==> config.mk <==
export PLATFORM = sky130hd
export DESIGN_NAME = gpio_port_ctrl
export DESIGN_NICKNAME = d
export VERILOG_FILES = /design/src/rtl/gpio_port_pkg.sv /design/src/rtl/gpio_reg_file.sv /design/src/rtl/gpio_pad_ctrl.sv /design/src/rtl/gpio_read_path.sv /design/src/rtl/gpio_port_ctrl.sv
export SDC_FILE = /design/constraint.sdc
export NUM_CORES = 1
export LEC_CHECK = 0
export ABC_AREA = 1
export BUFFER_PORTS_ARGS = -buffer_cell sky130_fd_sc_hd__buf_2
export CORE_MARGIN = 2
export CORE_UTILIZATION = 43
export CTS_CLUSTER_SIZE = 20
export DETAILED_ROUTE_END_ITERATION = 8
export PLACE_DENSITY = 0.7
export SYNTH_ARGS = -nofsm -noshare
export SYNTH_HDL_FRONTEND = slang
export SYNTH_HIERARCHICAL = 1
export SYNTH_SLANG_ARGS = --single-unit
==> constraint.sdc <==
create_clock -name clk -period 0.97 [get_ports clk]
set_clock_uncertainty 0.2 [all_clocks]
set_input_delay 0.097 -clock clk [delete_from_list [all_inputs] [get_ports clk]]
set_output_delay 0.097 -clock clk [all_outputs]
set_load 0.05 [all_outputs]
==> src/rtl/gpio_port_pkg.sv <==
package gpio_port_pkg;
    localparam int WIDTH  = 8;
    localparam int AW     = 3;

    typedef enum logic [AW-1:0] {
        OFS_VAL  = 3'd0,
        OFS_PULL = 3'd1,
        OFS_SLEW = 3'd2,
        OFS_DIR  = 3'd3
    } reg_ofs_e;

    typedef struct packed {
        logic [WIDTH-1:0] val;
        logic [WIDTH-1:0] pull;
        logic [WIDTH-1:0] slew;
        logic [WIDTH-1:0] dir;
    } port_regs_t;
endpackage

==> src/rtl/gpio_reg_file.sv <==
module gpio_reg_file
    import gpio_port_pkg::*;
(
    input  logic             clk,
    input  logic             rst_n,
    input  logic [AW-1:0]    addr,
    input  logic             wr_en,
    input  logic [WIDTH-1:0] wr_data,
    output port_regs_t       regs
);
    port_regs_t regs_d, regs_q;

    always_comb begin
        regs_d = regs_q;
        if (wr_en) begin
            case (addr)
                OFS_VAL:  regs_d.val  = wr_data;
                OFS_PULL: regs_d.pull = wr_data;
                OFS_SLEW: regs_d.slew = wr_data;
                OFS_DIR:  regs_d.dir  = wr_data;
                default:  regs_d = regs_q;
            endcase
        end
    end

    always_ff @(posedge clk or negedge rst_n) begin
        if (!rst_n) regs_q <= '0;
        else        regs_q <= regs_d;
    end

    assign regs = regs_q;
endmodule

==> src/rtl/gpio_pad_ctrl.sv <==
module gpio_pad_ctrl
    import gpio_port_pkg::*;
(
    input  port_regs_t       regs,
    output logic [WIDTH-1:0] pad_out,
    output logic [WIDTH-1:0] oe,
    output logic [WIDTH-1:0] pu_en,
    output logic [WIDTH-1:0] slew_en
);
    for (genvar i = 0; i < WIDTH; i++) begin : g_bit
        always_comb begin
            pad_out[i] = regs.val[i];
            oe[i]      = regs.dir[i];
            pu_en[i]   = regs.pull[i] & ~regs.dir[i];
            slew_en[i] = regs.slew[i] &  regs.dir[i];
        end
    end
endmodule

==> src/rtl/gpio_read_path.sv <==
module gpio_read_path
    import gpio_port_pkg::*;
(
    input  logic             clk,
    input  logic             rst_n,
    input  logic [AW-1:0]    addr,
    input  port_regs_t       regs,
    input  logic [WIDTH-1:0] pin_in,
    output logic [WIDTH-1:0] rd_data
);
    logic [WIDTH-1:0] mixed;
    logic [WIDTH-1:0] rd_d, rd_q;

    for (genvar i = 0; i < WIDTH; i++) begin : g_mix
        assign mixed[i] = regs.dir[i] ? regs.val[i] : pin_in[i];
    end

    always_comb begin
        case (addr)
            OFS_VAL:  rd_d = mixed;
            OFS_PULL: rd_d = regs.pull;
            OFS_SLEW: rd_d = regs.slew;
            OFS_DIR:  rd_d = regs.dir;
            default:  rd_d = '0;
        endcase
    end

    always_ff @(posedge clk or negedge rst_n) begin
        if (!rst_n) rd_q <= '0;
        else        rd_q <= rd_d;
    end

    assign rd_data = rd_q;
endmodule

==> src/rtl/gpio_port_ctrl.sv <==
module gpio_port_ctrl
    import gpio_port_pkg::*;
(
    input  logic             clk,
    input  logic             rst_n,
    input  logic [2:0]       addr,
    input  logic             wr_en,
    input  logic [7:0]       wr_data,
    output logic [7:0]       rd_data,
    input  logic [7:0]       pin_in,
    output logic [7:0]       pad_out,
    output logic [7:0]       oe,
    output logic [7:0]       pu_en,
    output logic [7:0]       slew_en
);
    port_regs_t regs;

    gpio_reg_file u_regs (
        .clk(clk), .rst_n(rst_n), .addr(addr),
        .wr_en(wr_en), .wr_data(wr_data), .regs(regs)
    );

    gpio_pad_ctrl u_pads (
        .regs(regs), .pad_out(pad_out), .oe(oe),
        .pu_en(pu_en), .slew_en(slew_en)
    );

    gpio_read_path u_rd (
        .clk(clk), .rst_n(rst_n), .addr(addr), .regs(regs),
        .pin_in(pin_in), .rd_data(rd_data)
    );
endmodule

==> run_results.csv, run 1 <==
group,metric,value,unit
sta,period_needed,1.41,ns
drt,vias_per_cell,4.99,
clock_network,clock_tree.root_cell,"clkbuf_8",
clock_network,cts_buffers,5,
synth,ys_seq_area_share,45.0,%
setup_path,cp.required,0.67,ns
clock_network,clkTransAtPathRegs,0.08,ns
finish,syn_to_final_growth,68.5,%
floorplanning,num_rows,26,
floorplanning,fp.dieH,75.9,um
setup_path,crit_buf_inv,2,
job,cap_violations,0,
clock_network,cts_tree,"yes",
sta,rsz0062_at_grt,"yes",
sta,maxSlewViolCount,0,
power_and_ir_drop,intPower,4.17,mW
power_and_ir_drop,power.total,6.99,mW
sta,slew_headroom,80.4,%
placed_design,routabilityCongestion,0.843,
floorplanning,ios,62,
sta,max_freq,708,MHz
floorplanning,dieWidth,75.9,um
power_and_ir_drop,p_sw_share,40.3,%
power_and_ir_drop,powerDensity,1870,nW/um^2
drt,dr_wl_met3,467,um
global_route,grtUsageTotal,24.1,%
power_and_ir_drop,ir_drop,1.02,mV
synth,yosysUniqueCellTypes,14,
synth,synth-seq-cells,40,
drt,first_pass_iters,4,
synth,synthesis.nets,307,
synth,ys.flop_type,"dfrtp_1",
placed_design,dpl_worst_slack,-0.173,ns
floorplanning,core_area,5040,sq um
global_route,grt_pass1_wl,11100,um
synth,syn_avg_cell_area,7.80,sq um
power_and_ir_drop,power.leakage,1.93,nW
clock_network,clock_path_buffers,2,
sta,tightest_slew,0.293,ns
setup_path,crit_fanout,5,
setup_path,endpoint_kind,"output pin",
drt,met2_length,3620,um
run_status,violations,"hold timing, setup timing",
power_and_ir_drop,p_comb_share,49.8,%
clock_network,hold_buffers,9,
power_and_ir_drop,p_sw,2.82,mW
synth,synth_top_area_share,45.0,%
setup_path,crit_chain,"nand2_2 -> clkinvlp_4 -> buf_6",
power_and_ir_drop,pwr-share-seq,32.6,%
global_route,grt_max_degree,33,
clock_network,clk_latency,0.30,ns
setup_path,slowest_delay,0.47,ns
drt,wl_met1,2720,um
sta,worst_hold_slack,-0.0924,ns
setup_path,arrival,1.12,ns
power_and_ir_drop,clkPwrFrac,17.6,%
finish,final_area,3750,sq um
synth,synth_area_leader_cell,"dfrtp_1",
placed_design,placed_area,2920,sq um
finish,nNetsFinal,433,
sta,layout_setup_ws,-0.443,ns
finish,antenna_cells,0,
synth,synth-edff-count,0,
setup_path,critPathSlowestCell,"dfrtp_2",
synth,async_flop_share,100,%
sta,fin_crit_sh,146,%
floorplanning,start_util,44.1,%
run_status,status,"finished with violations",
global_route,grt_pass1_vias,2325,
placed_design,numPortBuffers,61,
global_route,antenna_found_initial,0,
drt,routedWlPerCell,14.3,um
drt,drtIter0Drc,146,
finish,drive_above_1_share,51.7,%
drt,vias,2404,
synth,synth_most_common_cell,"nand2_1",
setup_path,critical_path.top_delay_family,"flip-flops",
hold_path,hold_class,"input port to flip-flop",
synth,yosys-top-cells-count,"nand2_1, dfrtp_1, nand3_1",
synth,synth_area,2220,sq um
sta,hold_viol,16,
global_route,grt_overflow_total,0,
setup_path,critical_path_class,"flip-flop to output pin",
sta,setup_violations,54,
synth,ys_top_cells_by_area,"dfrtp_1, nand2_1, nand3_1",
placed_design,hpwl,4330,um
clock_network,cts.sinks,40,
drt,post-route-drc-count,0,
synth,netlist_instances,285,
drt,top_layer,"met4",
clock_network,cts_max_level,2,
synth,ys_warn_count,6,
floorplanning,die-area,5760,sq um
setup_path,crit_path_start_kind,"flip-flop",
drt,postRouteAntennaNets,0,
drt,finalWirelength,6890,um
worst paths after layout:
kind                                    to            start  cells past startpoint  slack, ns
min in group asynchronous   u_regs/regs[0]            rst_n                      2      -0.01
min                        u_rd/rd_data[1]        pin_in[1]                      5      -0.09
max reg2reg                u_rd/rd_data[3]   u_regs/regs[3]                      6      -0.35
max                             slew_en[5]   u_regs/regs[5]                      3      -0.44
min reg2reg                u_regs/regs[12]  u_regs/regs[12]                      2       0.33
max in group asynchronous   u_regs/regs[6]            rst_n                      3       0.12
area by class of cell:
| type | count | area [sq um] |
|---|---|---|
| sequential | 40 | 1010 |
| multi-input combinational | 190 | 1040 |
| inverter | 32 | 153 |
| timing repair buffer | 142 | 1360 |
| tap | 70 | 87.6 |
| clock buffer | 8 | 100 |
| fill | 362 | 1300 |
power by group through the flow:
stage	Combinational [mW]	Sequential, mW	Clock (mW)
floorplan	1.67	2.41	0
global placement	2.36	2.29	0
CTS	3.06	2.27	1.25
finish	3.48	2.28	1.23
detailed placement	2.40	2.30	0
global route	3.66	2.32	1.32
registers in the layout, indices dropped and copies added (netlist names):
name	count
u_regs/regs	32
u_rd/rd_data	8
cell usage in the layout (no fill, tap or decap), types with 7 or more instances in the layout:
cell type,instances
nand4_1,24
inv_1,14
buf_6,56
buf_4,44
dfrtp_1,32
dfrtp_2,8
nand3_1,32
buf_8,8
buf_2,21
nand2_2,28
clkinvlp_4,8
nor2_4,12
clkbuf_8,7
dlygate4sd3_1,9
nand2_1,87
inv_2,9
tightest hold or removal path: cells and delay by family:
family | cells | cell delay, ns
AND/OR/NAND/NOR | 4 | 0.20
buffers and inverters | 1 | 0.08
logic make-up after synthesis:
group	count (synthesis)	synth area share, %
DFF	40	45.0
and+or+nand+nor	190	41.0
buffers and inverters	55	14.0
stage by stage:
step | TNS, ns | std cells | hold slack, ns | util (%)
after global routing | -16.28 | 482 | -0.0715 | 74.3
after global placement | -6.85 | 436 | -0.219 | 57.9
final | -14.29 | 482 | -0.0924 | 74.3
after floorplan | -1.01 | 285 | -0.399 | -
after detailed placement | -7.55 | 436 | -0.223 | 57.9
after CTS | -13.33 | 472 | -0.102 | 69.7
routing by layer:
metal,up-vias,global-route usage (%)
met5,-,0
met2,104,40.8
li1,1152,-
met3,10,4.52
met4,0,8.36
met1,1138,31.2
timing repair:
item | 4_1_cts | 5_1_grt
resized for setup | 84 | 55
endpoints found under the setup margin | 51 | 64
setup buffers | 19 | 15
pin swaps | 4 | 13
hold endpoints to repair | 80 | 8
(Power assumes the default switching activity.)
==> inputs of run 2 (changes only) <==
Settings changed: ABC_AREA 1 to default, PLACE_DENSITY 0.7 to 0.72.
==> run 2 against run 1 <==
Effect of this change: the run still ends with hold timing, setup timing left; fmax is 2.0% lower; largest cell class unchanged; critical path type unchanged; power is 12% higher; count of clock-buffer cells in the layout stayed put; critical endpoint is now pu_en[0]; first-iteration DRC count is 39% lower; utilization is 4.0 points higher; via count is 34% lower.
==> run_results.csv, run 2 <==
group,metric,value,unit
run_status,status,"finished with violations",
run_status,violations,"hold timing, setup timing",
global_route,grt_pass1_wl,8980,um
placed_design,numPortBuffers,61,
finish,mostFrequentLayoutCell,"buf_6",
power_and_ir_drop,powerDensity,2260,nW/um^2
floorplanning,core_area,4410,sq um
synth,ys_warn_count,6,
synth,synth_area,1990,sq um
setup_path,endpoint_kind,"output pin",
clock_network,cts.sinks,40,
global_route,grt_max_degree,41,
floorplanning,ios,62,
synth,synth_most_common_cell,"dfrtp_1",
synth,synth_top_area_share,50.4,%
floorplanning,start_util,45.0,%
sta,hold_viol,38,
sta,tightest_slew,0.728,ns
drt,vias_per_cell,5.26,
floorplanning,die-area,5180,sq um
setup_path,cp.required,0.67,ns
finish,largest_reg_flops,32,
drt,postRouteAntennaNets,0,
finish,ff_latch_area,1010,sq um
synth,syn_avg_cell_area,13.3,sq um
sta,layout_setup_ws,-0.472,ns
power_and_ir_drop,ir_drop,1.39,mV
synth,ys_top_cells_by_area,"dfrtp_1, mux2_2, buf_4",
drt,drtIter0Drc,89,
sta,period_needed,1.44,ns
hold_path,hold_class,"input port to flip-flop",
clock_network,hold_buffers,3,
drt,post-route-drc-count,0,
clock_network,cts_tree,"yes",
placed_design,routabilityCongestion,0.772,
setup_path,arrival,1.15,ns
finish,multiInputGateArea,1070,sq um
setup_path,crit_path_start_kind,"flip-flop",
finish,nFillCells,258,
clock_network,clock_path_buffers,2,
placed_design,dpl.cell_count,269,
synth,ys_seq_area_share,50.4,%
drt,routedWlPerCell,18.8,um
clock_network,clkTransAtPathRegs,0.08,ns
synth,ys.flop_type,"dfrtp_1",
clock_network,clk_latency,0.30,ns
synth,yosys-top-cells-count,"dfrtp_1, mux2_2, buf_4",
synth,netlist_instances,149,
finish,stdcell_count,302,
synth,synthesis.nets,171,
drt,first_pass_iters,4,
synth,synth-edff-count,0,
clock_network,clock_tree.root_cell,"clkbuf_8",
setup_path,crit_fanout,3,
finish,nNetsFinal,271,
finish,syn_to_final_growth,74.0,%
job,cap_violations,0,
sta,slew_headroom,51.3,%
synth,synth_area_leader_cell,"dfrtp_1",
finish,final_util,78.3,%
sta,fin_crit_sh,149,%
power_and_ir_drop,power.leakage,1.68,nW
floorplanning,dieWidth,72.0,um
drt,finalWirelength,5670,um
sta,rsz0062_at_grt,"yes",
setup_path,critical_path_class,"flip-flop to output pin",
placed_design,hpwl,3400,um
finish,drive_above_1_share,75.2,%
clock_network,cts_max_level,2,
floorplanning,fp.dieH,72.0,um
sta,worst_hold_slack,-0.117,ns
clock_network,cts_buffers,5,
finish,layout_common_cells,"buf_6, mux2_4, dfrtp_1",
sta,setup_violations,80,
global_route,antenna_found_initial,0,
drt,vias,1588,
sta,max_freq,693,MHz
global_route,grt_overflow_total,0,
finish,antenna_cells,0,
synth,yosysUniqueCellTypes,19,
sta,maxSlewViolCount,0,
global_route,grt_pass1_vias,1768,
synth,synth-seq-cells,40,
sta,setup_tns,-19.81,ns
synth,async_flop_share,100,%
floorplanning,num_rows,24,
global_route,grtUsageTotal,23.1,%
[run 2: layout make-up]
class	instances	share of cell area, %
repair buffers	115	35.2
multi-input cells	87	31.1
flip-flops and latches	40	29.2
clock buffers	8	2.61
well taps	52	1.88
[run 2: worst paths after layout]
| path | from | to | slack (ns) | cells past startpoint |
|---|---|---|---|---|
| max reg2reg | u_regs/regs[0] | u_rd/rd_data[0] | -0.45 | 4 |
| min | wr_data[6] | u_regs/regs[14] | -0.12 | 2 |
| max in group asynchronous | rst_n | u_regs/regs[5] | 0.26 | 3 |
| min in group asynchronous | rst_n | u_regs/regs[13] | 0.10 | 3 |
| max | u_regs/regs[0] | pu_en[0] | -0.47 | 3 |
| min reg2reg | u_regs/regs[9] | u_regs/regs[9] | 0.36 | 1 |
[run 2: layer usage]
metal | vias to the layer above | routed length, um | part of all wire (%) | GRT usage, %
li1 | 721 | - | - | -
met1 | 809 | 2550 | 45 | 31.7
met2 | 49 | 2820 | 50 | 37.8
met3 | 9 | 217 | 3.8 | 3.61
met4 | 0 | 86 | 1.5 | 7.55
met5 | - | 0 | 0 | 0
[run 2: repair_timing]
item / CTS / global route
hold endpoints to repair: 80 / 38
pin swaps: 2 / 6
endpoints found under the setup margin: 80 / 80
resized for setup: 142 / 19
buffers inserted: 15 / 9
[run 2: per-stage QoR]
stage               total power [mW]  instance area (sq um)  worst slack [ns]  hold WS, ns
CTS                             7.55                   3330            -0.452       -0.131
detailed placement              5.30                   2620            -0.483       -0.115
floorplan                       4.65                   2160            -0.282       -0.399
global placement                5.22                   2620            -0.452       -0.120
global route                    8.09                   3450            -0.508       -0.116
finish                          7.81                   3450            -0.472       -0.117
[run 2: cells by family after synthesis]
kind of cell           Yosys count  share of synthesized area (%)
muxes                           48                           27.1
buffers and inverters           22                           8.38
AOI/OAI and AO/OA               16                           5.55
and+or+nand+nor                 23                           8.57
DFF                             40                           50.4
[run 2: critical path: stages, from the launching register on]
cell and delay [ns]:
dfrtp_1 0.43, buf_6 0.14, nor2b_4 0.12, buf_8 0.15
[run 2: report_power, final]
part	internal (mW)	switching [mW]
Sequential	2.02	0.314
Combinational	2.23	2.08
Clock	0.581	0.580
Total	4.83	2.98
==> inputs of run 3 (changes only) <==
Settings changed: CAP_MARGIN from default to 25, CORE_UTILIZATION 43 to 50, PLACE_DENSITY 0.72 to 0.78.
Clock period 0.97 ns to 1.63 ns, I/O delays scaled along.
==> run 3 against run 2 <==
Effect of this change: the run now ends clean; sequential share of layout area rose by 9.7 points; setup slack gained 0.58 ns; sequential cell count stayed put; register-to-register slack better by 0.77 ns; hold slack gained 0.29 ns; largest cell class is now registers; largest power group unchanged; highest routed layer unchanged.
==> run_results.csv, run 3 (synthesis gave the netlist of run 2 again) <==
group,metric,value,unit
global_route,grt_pass1_wl,7060,um
setup_path,endpoint_kind,"output pin",
sta,tightest_slew,0.700,ns
sta,rsz0062_at_grt,"no",
drt,finalWirelength,4420,um
power_and_ir_drop,p_comb_share,39.9,%
clock_network,cts_buffers,5,
floorplanning,fp.dieH,67.0,um
global_route,grtUsageTotal,22.0,%
floorplanning,ios,62,
clock_network,clk_latency,0.30,ns
placed_design,hpwl,3050,um
clock_network,cts_tree,"yes",
sta,hold_viol,0,
finish,drive_above_1_share,54.9,%
finish,final_area,2570,sq um
power_and_ir_drop,clkPwrFrac,22.3,%
setup_path,ff2ff_setup_slack,0.32,ns
global_route,grt_overflow_total,0,
finish,mostFrequentLayoutCell,"buf_2",
floorplanning,dieWidth,67.0,um
clock_network,ctsResizeCount,0,
finish,nFillCells,289,
hold_path,hold_class,"input port to asynchronous set/reset pin",
placed_design,numPortBuffers,61,
finish,final_util,68.8,%
power_and_ir_drop,powerDensity,1400,nW/um^2
placed_design,dpl_worst_slack,0.0697,ns
setup_path,cp.required,1.27,ns
finish,layout_common_cells,"buf_2, dfrtp_1, mux2_2",
floorplanning,core_area,3740,sq um
finish,nNetsFinal,245,
floorplanning,num_rows,22,
power_and_ir_drop,p_sw,1.50,mW
setup_path,cp-startpoint,"u_regs/regs[1]",
global_route,antenna_found_initial,0,
setup_path,critical_path_class,"flip-flop to output pin",
job,cap_violations,0,
run_status,status,"completed",
floorplanning,start_util,53.0,%
power_and_ir_drop,power.total,3.61,mW
finish,syn_to_final_growth,29.6,%
sta,setup_tns,0,ns
setup_path,arrival,1.16,ns
drt,postRouteAntennaNets,0,
drt,drtIter0Drc,79,
power_and_ir_drop,intPower,2.11,mW
floorplanning,die-area,4490,sq um
power_and_ir_drop,ir_drop,0.810,mV
finish,antenna_cells,0,
placed_design,routabilityCongestion,0.799,
setup_path,r2r_end,"u_rd/rd_data[7]",
clock_network,clock_path_buffers,2,
sta,max_freq,657,MHz
power_and_ir_drop,p_sw_share,41.5,%
drt,vias,1424,
sta,period_needed,1.52,ns
sta,maxSlewViolCount,0,
drt,vias_per_cell,5.24,
setup_path,crit_path_start_kind,"flip-flop",
drt,first_pass_iters,4,
sta,setup_violations,0,
drt,routedWlPerCell,16.3,um
setup_path,crit_fanout,6,
sta,fin_crit_sh,93.4,%
clock_network,cts.sinks,40,
sta,layout_setup_ws,0.107,ns
global_route,grt_max_degree,22,
drt,post-route-drc-count,0,
setup_path,rr_worst_depth,3,
global_route,grt_pass1_vias,1484,
power_and_ir_drop,pwr-share-seq,37.9,%
power_and_ir_drop,power.leakage,1.24,nW
clock_network,cts_max_level,2,
placed_design,placed_area,2290,sq um
sta,slew_headroom,53.2,%
clock_network,clkTransAtPathRegs,0.08,ns
clock_network,clock_tree.root_cell,"clkbuf_8",
setup_path,r2r-start,"u_regs/regs[7]",
finish,largest_reg_flops,32,
==> run 3: routing by layer <==
| metal | wire, um | track usage [%] | vias up | share of wire, % |
|---|---|---|---|---|
| met5 | 0 | 0 | - | 0 |
| met4 | 86 | 8.67 | 0 | 1.9 |
| met3 | 241 | 6.25 | 7 | 5.5 |
| met2 | 2260 | 38.2 | 52 | 51 |
| met1 | 1830 | 25.2 | 695 | 41 |
| li1 | - | - | 670 | - |
==> run 3: worst max-delay path by stage <==
stage | to | slack, ns
after global placement | u_regs/regs[11] | 0.14
after detailed placement | u_regs/regs[10] | 0.07
final | pu_en[1] | 0.11
after global routing | pu_en[1] | 0.04
after floorplan | pu_en[0] | 0.15
after CTS | pu_en[1] | 0.10
==> run 3: power by group through the flow <==
stage	Combinational [mW]	Sequential, mW	Clock [mW]
after floorplan	1.13	1.45	0
after global placement	1.39	1.37	0
after detailed placement	1.41	1.39	0
after CTS	1.45	1.37	0.822
after global routing	1.51	1.40	0.866
final	1.44	1.37	0.805
==> run 3: area by class of cell <==
cell class	instances	area [sq um]	area share, %
multi-input combinational	87	831	32.3
sequential	40	1000	38.9
clock buffer	5	68.8	2.67
timing repair buffer	89	571	22.2
clock inverter	3	42.5	1.65
tap	48	60.1	2.33
==> run 3: timing repair <==
| action | CTS | global route |
|---|---|---|
| hold endpoints to repair | 60 | 0 |
| endpoints found under the setup margin | 0 | 0 |
| buffers inserted | 0 | 0 |
| hold buffers | 17 | 0 |
==> run 3: through the flow <==
step / hold WS (ns) / instances
2_1_floorplan: -0.333 / 149
3_3_place_gp: -0.0367 / 247
3_5_place_dp: -0.0293 / 247
4_1_cts: 0.197 / 272
5_1_grt: 0.206 / 272
6_report: 0.172 / 272
==> run 3: critical path, stage by stage (launching register included) <==
cell and delay [ns]:
dfrtp_1 0.45, nor2b_1 0.15, buf_2 0.27
